<file path="src/rtl/wsb_pkg.sv">
package wsb_pkg;
  typedef enum logic [1:0] {
    ST_IDLE   = 2'd0,
    ST_ACCESS = 2'd1,
    ST_DONE   = 2'd2
  } wsb_state_e;
endpackage

</file>
<file path="src/rtl/wsb_cfg_reg.sv">
module wsb_cfg_reg #(
  parameter int CFG_AW    = 4,
  parameter int OFFSET    = 9,
  parameter int WAIT_W    = 4,
  parameter int RESET_VAL = 'h56
) (
  input  logic                  clk,
  input  logic                  rst_n,
  input  logic                  we,
  input  logic [CFG_AW-1:0]     addr,
  input  logic [2*WAIT_W-1:0]   wdata,
  output logic [2*WAIT_W-1:0]   rdata,
  output logic [WAIT_W-1:0]     rd_wait,
  output logic [WAIT_W-1:0]     wr_wait
);
  localparam int REG_W = 2 * WAIT_W;
  localparam logic [REG_W-1:0]  RST_V = REG_W'(RESET_VAL);
  localparam logic [CFG_AW-1:0] HIT_A = CFG_AW'(OFFSET);

  logic [REG_W-1:0] cfg_q;
  logic             hit;

  assign hit = (addr == HIT_A);

  always_ff @(posedge clk) begin
    if (!rst_n)          cfg_q <= RST_V;
    else if (we && hit)  cfg_q <= wdata;
  end

  assign rdata   = hit ? cfg_q : '0;
  assign rd_wait = cfg_q[WAIT_W-1:0];
  assign wr_wait = cfg_q[REG_W-1:WAIT_W];

  // a write at another offset does not disturb the stored value
  p_foreign_write_r2: assert property (@(posedge clk) disable iff (!rst_n)
    (we && !hit) |=> (rd_wait == $past(rd_wait) && wr_wait == $past(wr_wait)));
endmodule

</file>
<file path="src/rtl/wsb_stretch_ctr.sv">
module wsb_stretch_ctr #(
  parameter int W = 4
) (
  input  logic         clk,
  input  logic         rst_n,
  input  logic         load,
  input  logic [W-1:0] load_val,
  input  logic         dec,
  output logic         zero
);
  logic [W-1:0] cnt_q;

  always_ff @(posedge clk) begin
    if (!rst_n)    cnt_q <= '0;
    else if (load) cnt_q <= load_val;
    else if (dec)  cnt_q <= cnt_q - 1'b1;
  end

  assign zero = (cnt_q == '0);

  // the controller never asks for a decrement past zero
  p_no_underflow_r3: assert property (@(posedge clk) disable iff (!rst_n)
    dec |-> !zero);
  // load and decrement never requested together
  p_load_excl_r9: assert property (@(posedge clk) disable iff (!rst_n)
    !(load && dec));
endmodule

</file>
<file path="src/rtl/wsb_cycle_ctrl.sv">
module wsb_cycle_ctrl
  import wsb_pkg::*;
#(
  parameter int ADDR_W = 22,
  parameter int DATA_W = 8,
  parameter int WAIT_W = 4
) (
  input  logic              clk,
  input  logic              rst_n,
  input  logic              req_valid,
  output logic              req_ready,
  input  logic              req_write,
  input  logic [ADDR_W-1:0] req_addr,
  input  logic [DATA_W-1:0] req_wdata,
  output logic              rsp_valid,
  output logic [DATA_W-1:0] rsp_rdata,
  input  logic [WAIT_W-1:0] rd_wait,
  input  logic [WAIT_W-1:0] wr_wait,
  output logic              ctr_load,
  output logic [WAIT_W-1:0] ctr_load_val,
  output logic              ctr_dec,
  input  logic              ctr_zero,
  output logic [ADDR_W-1:0] mem_addr,
  output logic [DATA_W-1:0] mem_wdata,
  output logic              mem_rd,
  output logic              mem_wr,
  input  logic [DATA_W-1:0] mem_rdata
);
  wsb_state_e        state_q;
  logic              wr_q;
  logic [ADDR_W-1:0] addr_q;
  logic [DATA_W-1:0] wdata_q;
  logic [DATA_W-1:0] rdata_q;
  logic              take;

  assign req_ready    = (state_q == ST_IDLE);
  assign take         = req_ready && req_valid;
  assign ctr_load     = take;
  assign ctr_load_val = req_write ? wr_wait : rd_wait;
  assign ctr_dec      = (state_q == ST_ACCESS) && !ctr_zero;

  always_ff @(posedge clk) begin
    if (!rst_n) begin
      state_q <= ST_IDLE;
      wr_q    <= 1'b0;
      addr_q  <= '0;
      wdata_q <= '0;
      rdata_q <= '0;
    end else begin
      case (state_q)
        ST_IDLE: if (take) begin
          state_q <= ST_ACCESS;
          wr_q    <= req_write;
          addr_q  <= req_addr;
          wdata_q <= req_wdata;
        end
        ST_ACCESS: if (ctr_zero) begin
          state_q <= ST_DONE;
          if (!wr_q) rdata_q <= mem_rdata;
        end
        default: state_q <= ST_IDLE;
      endcase
    end
  end

  assign mem_addr  = addr_q;
  assign mem_wdata = wdata_q;
  assign mem_rd    = (state_q == ST_ACCESS) && !wr_q;
  assign mem_wr    = (state_q == ST_ACCESS) && wr_q;
  assign rsp_valid = (state_q == ST_DONE);
  assign rsp_rdata = rdata_q;

  p_strobe_excl_r5: assert property (@(posedge clk) disable iff (!rst_n)
    $onehot0({mem_rd, mem_wr}));
  p_addr_stable_r5: assert property (@(posedge clk) disable iff (!rst_n)
    (mem_rd || mem_wr) |=> (!(mem_rd || mem_wr) || ($stable(mem_addr) && $stable(mem_wdata))));
  p_done_pulse_r7: assert property (@(posedge clk) disable iff (!rst_n)
    rsp_valid |=> !rsp_valid);
  p_done_quiet_r7: assert property (@(posedge clk) disable iff (!rst_n)
    rsp_valid |-> !(mem_rd || mem_wr));
  p_done_after_strobe_r6: assert property (@(posedge clk) disable iff (!rst_n)
    rsp_valid |-> $past(mem_rd || mem_wr));
  p_ready_idle_r8: assert property (@(posedge clk) disable iff (!rst_n)
    req_ready |-> !(mem_rd || mem_wr || rsp_valid));
  p_strobe_starts_r8: assert property (@(posedge clk) disable iff (!rst_n)
    (req_valid && req_ready) |=> (mem_wr == $past(req_write)) && (mem_rd == !$past(req_write)));
endmodule

</file>
<file path="src/rtl/wsb_sequencer.sv">
module wsb_sequencer #(
  parameter int ADDR_W    = 22,
  parameter int DATA_W    = 8,
  parameter int WAIT_W    = 4,
  parameter int CFG_AW    = 4,
  parameter int CFG_OFFS  = 9,
  parameter int CFG_RESET = 'h56
) (
  input  logic              clk,
  input  logic              rst_n,
  input  logic              req_valid,
  output logic              req_ready,
  input  logic              req_write,
  input  logic [ADDR_W-1:0] req_addr,
  input  logic [DATA_W-1:0] req_wdata,
  output logic              rsp_valid,
  output logic [DATA_W-1:0] rsp_rdata,
  input  logic              cfg_we,
  input  logic [CFG_AW-1:0] cfg_addr,
  input  logic [2*WAIT_W-1:0] cfg_wdata,
  output logic [2*WAIT_W-1:0] cfg_rdata,
  output logic [ADDR_W-1:0] mem_addr,
  output logic [DATA_W-1:0] mem_wdata,
  output logic              mem_rd,
  output logic              mem_wr,
  input  logic [DATA_W-1:0] mem_rdata
);
  logic [WAIT_W-1:0] rd_wait, wr_wait, ld_val;
  logic              ld, dec, zero;

  wsb_cfg_reg #(.CFG_AW(CFG_AW), .OFFSET(CFG_OFFS), .WAIT_W(WAIT_W),
                .RESET_VAL(CFG_RESET)) u_cfg (
    .clk(clk), .rst_n(rst_n), .we(cfg_we), .addr(cfg_addr),
    .wdata(cfg_wdata), .rdata(cfg_rdata), .rd_wait(rd_wait), .wr_wait(wr_wait));

  wsb_stretch_ctr #(.W(WAIT_W)) u_ctr (
    .clk(clk), .rst_n(rst_n), .load(ld), .load_val(ld_val), .dec(dec), .zero(zero));

  wsb_cycle_ctrl #(.ADDR_W(ADDR_W), .DATA_W(DATA_W), .WAIT_W(WAIT_W)) u_ctrl (
    .clk(clk), .rst_n(rst_n),
    .req_valid(req_valid), .req_ready(req_ready), .req_write(req_write),
    .req_addr(req_addr), .req_wdata(req_wdata),
    .rsp_valid(rsp_valid), .rsp_rdata(rsp_rdata),
    .rd_wait(rd_wait), .wr_wait(wr_wait),
    .ctr_load(ld), .ctr_load_val(ld_val), .ctr_dec(dec), .ctr_zero(zero),
    .mem_addr(mem_addr), .mem_wdata(mem_wdata), .mem_rd(mem_rd), .mem_wr(mem_wr),
    .mem_rdata(mem_rdata));
endmodule

</file>
<file path="config.mk">
export PLATFORM = sky130hd
export DESIGN_NAME = wsb_sequencer
export DESIGN_NICKNAME = d
export VERILOG_FILES = /design/src/rtl/wsb_pkg.sv /design/src/rtl/wsb_cfg_reg.sv /design/src/rtl/wsb_stretch_ctr.sv /design/src/rtl/wsb_cycle_ctrl.sv /design/src/rtl/wsb_sequencer.sv
export SDC_FILE = /design/constraint.sdc
export NUM_CORES = 1
export LEC_CHECK = 0
export BUFFER_PORTS_ARGS = -buffer_cell sky130_fd_sc_hd__buf_2
export CORE_UTILIZATION = 42
export CTS_CLUSTER_DIAMETER = 100
export DETAILED_ROUTE_END_ITERATION = 8
export PLACE_DENSITY = 0.83
export SKIP_CTS_REPAIR_TIMING = 1
export SYNTH_ARGS = -nofsm -noshare
export SYNTH_HDL_FRONTEND = slang
export SYNTH_SLANG_ARGS = --single-unit
</file>
<file path="constraint.sdc">
create_clock -name clk -period 1.5 [get_ports clk]
set_input_delay 0.225 -clock clk [delete_from_list [all_inputs] [get_ports clk]]
set_output_delay 0.225 -clock clk [all_outputs]
set_load 0.03 [all_outputs]
</file>
==> results of run 1 <==
-- critical path, delay by kind of cell (launching register included) --
family,cells,cell delay (ns)
DFF,1,0.36
AOI/OAI and AO/OA,2,0.27
buffers and inverters,2,0.20
adders and majority gates,1,0.18
and+or+nand+nor,1,0.40
-- layout make-up --
| class | instances | area, um^2 | share of cell area [%] |
|---|---|---|---|
| sequential | 53 | 1070 | 34.43 |
| multi-input combinational | 188 | 1149 | 36.97 |
| clock buffer | 6 | 82.58 | 2.658 |
| clock inverter | 1 | 7.507 | 0.2416 |
| inverter | 5 | 31.28 | 1.007 |
| timing repair buffer | 122 | 679.4 | 21.87 |
| tap | 70 | 87.58 | 2.819 |
-- Yosys cell counts (all sizes together) (3+ instances only) --
master  instances  area, um^2
a21boi         43       322.8
and2           10       62.56
buf             9       76.32
clkbuf          9       33.78
dfxtp          53        1061
inv             4       15.01
mux2            3       33.78
nand2          64       240.2
nand3          21       105.1
nor3b           3       43.79
o21ai          18       90.09
or3b            3       26.28
-- final timing paths --
check | from | to | slack [ns] | cells past startpoint
hold reg to reg | u_ctrl.mem_wdata[6]$_SDFFE_PN0P_ | u_ctrl.mem_wdata[6]$_SDFFE_PN0P_ | 0.45 | 2
hold / removal | req_addr[2] | u_ctrl.mem_addr[2]$_SDFFE_PN0P_ | 0.15 | 3
setup / recovery | u_ctr.cnt_q[0]$_SDFFE_PN0P_ | u_ctrl.rsp_rdata[3]$_SDFFE_PN0P_ | -0.02 | 6
setup reg to reg | u_ctr.cnt_q[0]$_SDFFE_PN0P_ | u_ctrl.rsp_rdata[3]$_SDFFE_PN0P_ | -0.02 | 6
-- kinds of logic (layout without fill, tap and decap cells) --
group	after synthesis	after routing
AND/OR/NAND/NOR	115	115
AO/OA/AOI/OAI	68	68
flip-flops	53	53
buffers and inverters	23	134
multiplexers	4	4
adder cells (fa/ha/maj)	1	1
-- cells in the final DEF (no fill, tap or decap), types with 2 or more instances in the layout --
cell	instances
a211oi_2	2
a21boi_0	5
a21boi_1	38
and2_1	10
buf_2	102
buf_4	16
buf_6	3
clkbuf_8	6
dfxtp_1	50
dfxtp_4	2
inv_1	3
mux2_2	3
nand2_1	64
nand3_1	21
nand4bb_1	2
nor2_1	2
nor3_1	2
nor3b_4	2
o21ai_0	11
o21ai_1	4
o21ai_2	3
or3b_4	2
-- power breakdown --
group | leakage, nW | internal [mW] | total [mW] | switching, mW
clock | 0.0433 | 0.365 | 0.808 | 0.442
combinational | 0.951 | 0.461 | 1.10 | 0.636
sequential | 0.435 | 1.53 | 1.62 | 0.0882
total | 1.43 | 2.36 | 3.52 | 1.17
-- sequential cells by signal, indices dropped and copies added (netlist names) --
signal            cells
u_ctr.cnt_q           4
u_ctrl.mem_wdata      8
u_ctrl.rsp_rdata      8
u_cfg.cfg_q           8
u_ctrl.state_q        2
u_ctrl.mem_addr      22
u_ctrl.wr_q           1
-- stage by stage --
stage	power (mW)	util, %	std cells
2_1_floorplan	2.313	-	264
3_5_place_dp	2.607	55.60	431
5_1_grt	3.727	59.69	445
4_1_cts	3.425	57.33	438
3_3_place_gp	2.576	55.60	431
6_report	3.525	59.69	445
-- layer usage --
layer | vias up | GRT usage [%]
li1 | 1123 | -
met1 | 987 | 22.24
met2 | 69 | 34.77
met3 | 7 | 4.671
met4 | 0 | 7.692
met5 | - | 0
==> results.ini, run 1 <==
[synth]
synth_compound_area_share_pct=20.61
syn_inst=264
ys_types=35
yosys.area_share.simple_pct=24.99
synth_xor_area_share_pct=0
synth-main-ff-cell=dfxtp_1
synth_nets=320
synthArstFlopShare_pct=0
seq_area_frac_synth_pct=45.86
syn_avg_cell_area_um2=8.763
yosysWarnings=0
synth_edf_count=0
netlist_area_um2=2313
muxShareOfSynthArea_pct=1.893
ys_ff_latch=53
synth_fa_ha_area_share_pct=0.5408
synth_top_family_by_area=simple AND/OR/NAND/NOR gates

[finish]
syn2layout_area_growth_pct=34.29
finalNetCount=431
n_fill_cell=499
drive_above_1_share_pct=40.27
diodes=0
final_area_um2=3107

[die]
pin_count=105
initial_utilization_pct=44.45
fp.dieH_um=76.22
dieArea_um2=5809
core_um2=5205
die_w_um=76.22
rows=26

[routing]
via_count=2186
wl_met1_um=2405
ant_nets=0
vias_per_cell=4.912
met2_length_um=2758
wl_per_cell_um=12.41
route.detailed.drc=0
drt_iter0_markers=70
first_pass_iters=6
wl_met3_um=258
top_layer_used=met4
wl_um=5523

[power_and_ir_drop]
peakVddDrop_mv=0.4280
power_density_nw_per_um2=1135
p_leak_nw=1.430

[sta]
finalHoldViolations=0
tns_ns=-0.02924
maxSlewViolCount=0
max_slew.worst_pin.slew_ns=0.3944
finalHoldWorstSlack_ns=0.1468
skew_ns=0.003339
timing.fmax_mhz=658.4
period_share_pct=101.3
rsz0062_at_grt=yes
setup_ws_ns=-0.01894
max-slew-margin-rel_pct=73.68
finalCriticalPeriod_ns=1.519
setup_violations=2

[clocking]
worstSkewPairLatency_ns=0.30
cts_max_path_buffers=2
cts_buffers=5
cts_root_buffer=clkbuf_8
clock-sinks=53
path_clk_slew_ns=0.09
ctsHtreeMaxLevel=2
tritoncts=yes

[placement]
pre_cts_slack_ns=0.03717
finalWeightedCongestion=0.8248
dpl.hpwl_um=3970
placedInstanceArea_um2=2894
port_buffers=104

[status]
run_status=finished, violations left
violations=setup timing

[worst_hold_path]
worst_hold_path_type=input pin to flop

[global_route]
grt_max_degree=33
antenna_found_initial=0
track_usage_pct=19.49
grt_pass1_wl_um=9218
grt-ovfl-total=0
grt_pass1_vias=2131

[worst_setup_path]
cp_max_fo=8
crit_arrival_ns=1.71
slowest_stage=or3b_4
critPathRequiredTime_ns=1.69
crit_path_end_kind=flop
cp-start-kind=flop
critPathKind=flop to flop
crit_chain=inv_2, ha_2, or3b_4, buf_6, o21ai_0, a21boi_1
worst_path_largest_cell_delay_ns=0.40

[job]
drv_cap=0

(Power assumes the default switching activity.)
==> inputs of run 2 (changes only) <==
Settings changed: CORE_UTILIZATION 42 to 25, PLACE_DENSITY 0.83 to 0.57.
==> run 2 against run 1 <==
Critical path type is now flop to output pin; count of clock-buffer cells in the layout down 1; wire length is 11% higher; setup slack better by 0.0099 ns; hold slack worse by 0.0051 ns; sequential cell count did not move; final cell count grew 9.2%; the flow finishes with violations (DRC, setup timing).
==> results.ini, run 2 (same netlist as run 1, synthesis figures left out) <==
[global_route]
grt_max_degree=24  ; -27%
grt_pass1_wl_um=9673  ; +4.9%
grt_pass1_vias=2031  ; -4.7%
grt-ovfl-total=0  ; unchanged
antenna_found_initial=0  ; unchanged
track_usage_pct=12.42  ; -7.1 points

[power_and_ir_drop]
p_leak_nw=1.466  ; +2.5%
finalPower_mw=3.857  ; +9.4%
peakVddDrop_mv=0.4791  ; +12%
power_density_nw_per_um2=1203  ; +6.0%

[job]
drv_cap=0  ; unchanged

[routing]
ant_nets=0  ; unchanged
route.detailed.drc=7  ; +7
via_count=2182  ; -0.18%
vias_per_cell=4.490  ; -8.6%
first_pass_iters=6  ; unchanged
wl_per_cell_um=12.65  ; +1.9%
drt_iter0_markers=109  ; +56%
wl_um=6146  ; +11%

[finish]
n_fill_cell=944  ; +89%
syn2layout_area_growth_pct=38.62
diodes=0  ; unchanged
final_util_pct=36.24  ; -23 points
mostFrequentLayoutCell=buf_2
finalNetCount=433  ; +0.46%
largest_reg_flops=22  ; unchanged
final_area_um2=3207  ; +3.2%
drive_above_1_share_pct=39.42  ; -0.85 points
mostFrequentLayoutCells=102 x buf_2, 64 x nand2_1, 52 x dfxtp_1, 38 x a21boi_1, 20 x nand3_1
stdcell_count=486  ; +9.2%

[die]
fp.dieH_um=98.20  ; +29%
initial_utilization_pct=26.15  ; -18 points
die_w_um=98.20  ; +29%
core_um2=8848  ; +70%
pin_count=105  ; unchanged
dieArea_um2=9642  ; +66%
rows=34  ; +31%

[worst_setup_path]
critPathKind=flop to output pin
critPathRequiredTime_ns=1.27  ; -0.42 ns
crit_path_end_kind=output pin
cp_max_fo=5  ; -3
cp-start-kind=flop
crit_arrival_ns=1.28  ; -0.43 ns

[sta]
rsz0062_at_grt=yes
finalHoldViolations=0  ; unchanged
max-slew-margin-rel_pct=70.65  ; -3.0 points
skew_ns=0.01073  ; +0.007392 ns
period_share_pct=100.6  ; -0.66 points
timing.fmax_mhz=662.7  ; +0.66%
max_slew.worst_pin.slew_ns=0.4402  ; +0.04577 ns
finalCriticalPeriod_ns=1.509  ; -0.009895 ns
maxSlewViolCount=0  ; unchanged
setup_violations=1  ; -1
setup_ws_ns=-0.009042  ; +0.009895 ns

[clocking]
tritoncts=yes
clock-sinks=53  ; unchanged
path_clk_slew_ns=0.10  ; about the same
cts_max_path_buffers=2  ; unchanged
cts_buffers=5  ; unchanged
worstSkewPairLatency_ns=0.30  ; about the same
ctsHtreeMaxLevel=2  ; unchanged
cts_root_buffer=clkbuf_8

[placement]
pre_cts_slack_ns=0.03916  ; +0.001984 ns
dpl.hpwl_um=4549  ; +15%
placedInstanceArea_um2=2992  ; +3.4%
port_buffers=104  ; unchanged
dp.cells=474  ; +10%
finalWeightedCongestion=0.7641  ; -7.4%

[worst_hold_path]
worst_hold_path_type=input pin to flop

[status]
violations=DRC, setup timing
run_status=finished, violations left

run 2: per-stage QoR:
step	hold slack, ns	setup TNS, ns
after floorplan	0.3598	0
after global placement	0.4387	0
after detailed placement	0.4456	0
after CTS	0.1286	-0.4575
after global routing	0.1258	-0.7610
final	0.1417	-0.009042
run 2: path summary, 6_finish.rpt:
| kind | startpoint | to | slack [ns] | depth (start not counted) |
|---|---|---|---|---|
| hold reg to reg | u_ctrl.mem_addr[16]$_SDFFE_PN0P_ | u_ctrl.mem_addr[16]$_SDFFE_PN0P_ | 0.46 | 2 |
| hold / removal | req_addr[8] | u_ctrl.mem_addr[8]$_SDFFE_PN0P_ | 0.14 | 3 |
| setup reg to reg | u_ctr.cnt_q[0]$_SDFFE_PN0P_ | u_ctrl.rsp_rdata[3]$_SDFFE_PN0P_ | 0.01 | 6 |
| setup / recovery | u_ctrl.state_q[0]$_SDFFE_PN0P_ | mem_rd | -0.009 | 3 |
run 2: metal layers:
metal | share of wire, % | up-vias | GRT usage, %
li1 | - | 1123 | -
met1 | 47 | 998 | 16.86
met2 | 47 | 54 | 19.56
met3 | 4.4 | 7 | 2.291
met4 | 1.5 | 0 | 4.707
met5 | 0 | - | 0
run 2: area by class of cell:
cell class	instances	area [um^2]	share of cell area, %
clock buffers	5	68.82	2.146
clock inverters	3	65.06	2.029
inverters	5	31.28	0.9754
multi-input cells	188	1141	35.58
flip-flops and latches	53	1062	33.13
well taps	108	135.1	4.214
repair buffers	124	703.2	21.93
run 2: report_power, final:
part           internal (mW)  total, mW  switching (mW)  leakage (nW)
sequential              1.53       1.61          0.0791         0.434
clock                  0.663       1.13           0.470        0.0681
combinational          0.472       1.12           0.643         0.964
run 2: worst max-delay path: stages, from the launching register on:
cell      delay (ns)
dfxtp_2         0.36
or3b_4          0.44
clkinv_8        0.07
buf_8           0.11
==> inputs of run 3 (changes only) <==
Settings changed: GPL_TIMING_DRIVEN set to 0.
==> run 3 against run 2 <==
The flow still finishes with violations (DRC, setup timing); largest cell class unchanged; global-route usage grew 0.36 points; non-clock buffer count grew 7; clock skew shrank 0.0011 ns; critical endpoint unchanged; sequential share of layout area shrank 0.37 points; fmax shrank 3.1%; final cell count grew 1.6%; via count grew 3.2%; clock power shrank 11%; die area is the same.
==> results.ini, run 3 (same netlist as run 1, synthesis figures left out) <==
[die]
fp.dieH_um=98.20  ; unchanged
core_um2=8848  ; unchanged
dieArea_um2=9642  ; unchanged
pin_count=105  ; unchanged
die_w_um=98.20  ; unchanged
initial_utilization_pct=26.15  ; unchanged
rows=34  ; unchanged

[finish]
finalNetCount=441  ; +1.8%
multi_input_area_um2=1165  ; +2.1%
syn2layout_area_growth_pct=40.83
diodes=0  ; unchanged
mostFrequentLayoutCells=101 x buf_2, 64 x nand2_1, 50 x dfxtp_1, 38 x a21boi_1, 21 x nand3_1
final_area_um2=3258  ; +1.6%
largest_reg_flops=22  ; unchanged
mostFrequentLayoutCell=buf_2
n_fill_cell=974  ; +3.2%
regArea_um2=1067  ; +0.47%
stdcell_count=494  ; +1.6%
final_util_pct=36.82  ; +0.58 points
drive_above_1_share_pct=39.90  ; +0.48 points

[sta]
finalCriticalPeriod_ns=1.558  ; +0.04869 ns
timing.fmax_mhz=642.0  ; -3.1%
period_share_pct=103.8  ; +3.2 points
max-slew-margin-rel_pct=69.33  ; -1.3 points
setup_violations=2  ; +1
setup_ws_ns=-0.05773  ; -0.04869 ns
rsz0062_at_grt=yes
maxSlewViolCount=0  ; unchanged
finalHoldViolations=0  ; unchanged
finalHoldWorstSlack_ns=0.1320  ; -0.009612 ns
max_slew.worst_pin.slew_ns=0.4601  ; +0.01989 ns
skew_ns=0.009631  ; -0.001101 ns

[placement]
placedInstanceArea_um2=2959  ; -1.1%
finalWeightedCongestion=0.7375  ; -3.5%
dp.cells=474  ; unchanged
dpl.hpwl_um=4565  ; +0.35%
port_buffers=102  ; -1.9%

[global_route]
antenna_found_initial=0  ; unchanged
grt_max_degree=18  ; -25%
grt-ovfl-total=0  ; unchanged
track_usage_pct=12.78  ; +0.36 points
grt_pass1_wl_um=9818  ; +1.5%
grt_pass1_vias=1984  ; -2.3%

[worst_setup_path]
r2r_slack_ns=-0.03  ; -0.04 ns
crit_path_end_kind=output pin
critPathRequiredTime_ns=1.27  ; about the same
crit_arrival_ns=1.33  ; +0.05 ns
cp_max_fo=6  ; +1
r2r-start=u_ctrl.state_q[0]$_SDFFE_PN0P_
cp-startpoint=u_ctrl.state_q[0]$_SDFFE_PN0P_
cp-start-kind=flop
slowest_stage=or3b_4
crit_chain=buf_6, or3b_4, clkinv_8, buf_8
worst_path_largest_cell_delay_ns=0.42  ; -0.02 ns
critPathKind=flop to output pin

[power_and_ir_drop]
finalPower_mw=3.852  ; -0.11%
p_leak_nw=1.479  ; +0.87%
power_density_nw_per_um2=1182  ; -1.7%
peakVddDrop_mv=0.4021  ; -16%

[clocking]
cts_root_buffer=clkbuf_8
clock-sinks=53  ; unchanged
ctsHtreeMaxLevel=2  ; unchanged
path_clk_slew_ns=0.11  ; about the same
tritoncts=yes
cts_buffers=5  ; unchanged
worstSkewPairLatency_ns=0.31  ; about the same
cts_max_path_buffers=2  ; unchanged

[routing]
route.detailed.drc=1  ; -6
via_count=2251  ; +3.2%
wl_per_cell_um=13.32  ; +5.3%
wl_um=6580  ; +7.1%
first_pass_iters=9  ; +3
vias_per_cell=4.557  ; +1.5%
ant_nets=0  ; unchanged
drt_iter0_markers=100  ; -8.3%

[job]
drv_cap=0  ; unchanged

[status]
run_status=finished, violations left
violations=DRC, setup timing

[worst_hold_path]
hold_path.startpoint=req_addr[8]
worst_hold_path_type=input pin to flop

-- run 3: changes by cell type in the layout (fill, tap and decap cells not counted), sizes merged --
cell    previous run  this run
buf              124       121
bufinv             2         1
clkbuf             5        15
inv                4         5
or3b               3         4
-- run 3: final cells by class --
class                           instances  share of cell area, %
Inverter                                5                 0.9601
Clock buffer                            5                  2.112
Clock inverter                          3                  1.344
Timing Repair Buffer                  116                  19.70
Tap cell                              108                  4.147
Buffer                                 15                  3.226
Sequential cell                        53                  32.76
Multi-Input combinational cell        189                  35.75
-- run 3: power breakdown --
group / internal [mW] / switching (mW) / total [mW]
clock: 0.501 / 0.511 / 1.01
sequential: 1.53 / 0.0973 / 1.63
combinational: 0.544 / 0.668 / 1.21
total: 2.58 / 1.28 / 3.85
-- run 3: final timing paths --
kind / to / cells after the start
worst min register to register: u_ctrl.mem_addr[4]$_SDFFE_PN0P_ / 2
worst max-delay path: mem_rd / 4
worst max register to register: u_ctr.cnt_q[0]$_SDFFE_PN0P_ / 6
worst min-delay path: u_ctrl.mem_addr[8]$_SDFFE_PN0P_ / 3
-- run 3: per-layer routing --
metal  GRT usage [%]  up-vias  part of all wire (%)
met1           16.06     1038                    47
li1                -     1144                     -
met5               0        -                     0
met2           22.16       65                    48
met4           4.248        0                   1.0
met3           2.147        4                   4.1
-- run 3: worst max-delay path: cells and delay by family, from the launching register on --
family                 cells  cell delay, ns
DFF                        1            0.33
and+or+nand+nor            1            0.42
buffers and inverters      3            0.28
-- run 3: through the flow --
step	setup slack, ns	setup TNS [ns]
2_1_floorplan	0.01456	0
3_3_place_gp	-0.1442	-0.8807
3_5_place_dp	-0.1544	-1.305
4_1_cts	-0.2864	-2.359
5_1_grt	-0.09903	-0.3151
6_report	-0.05773	-0.09036
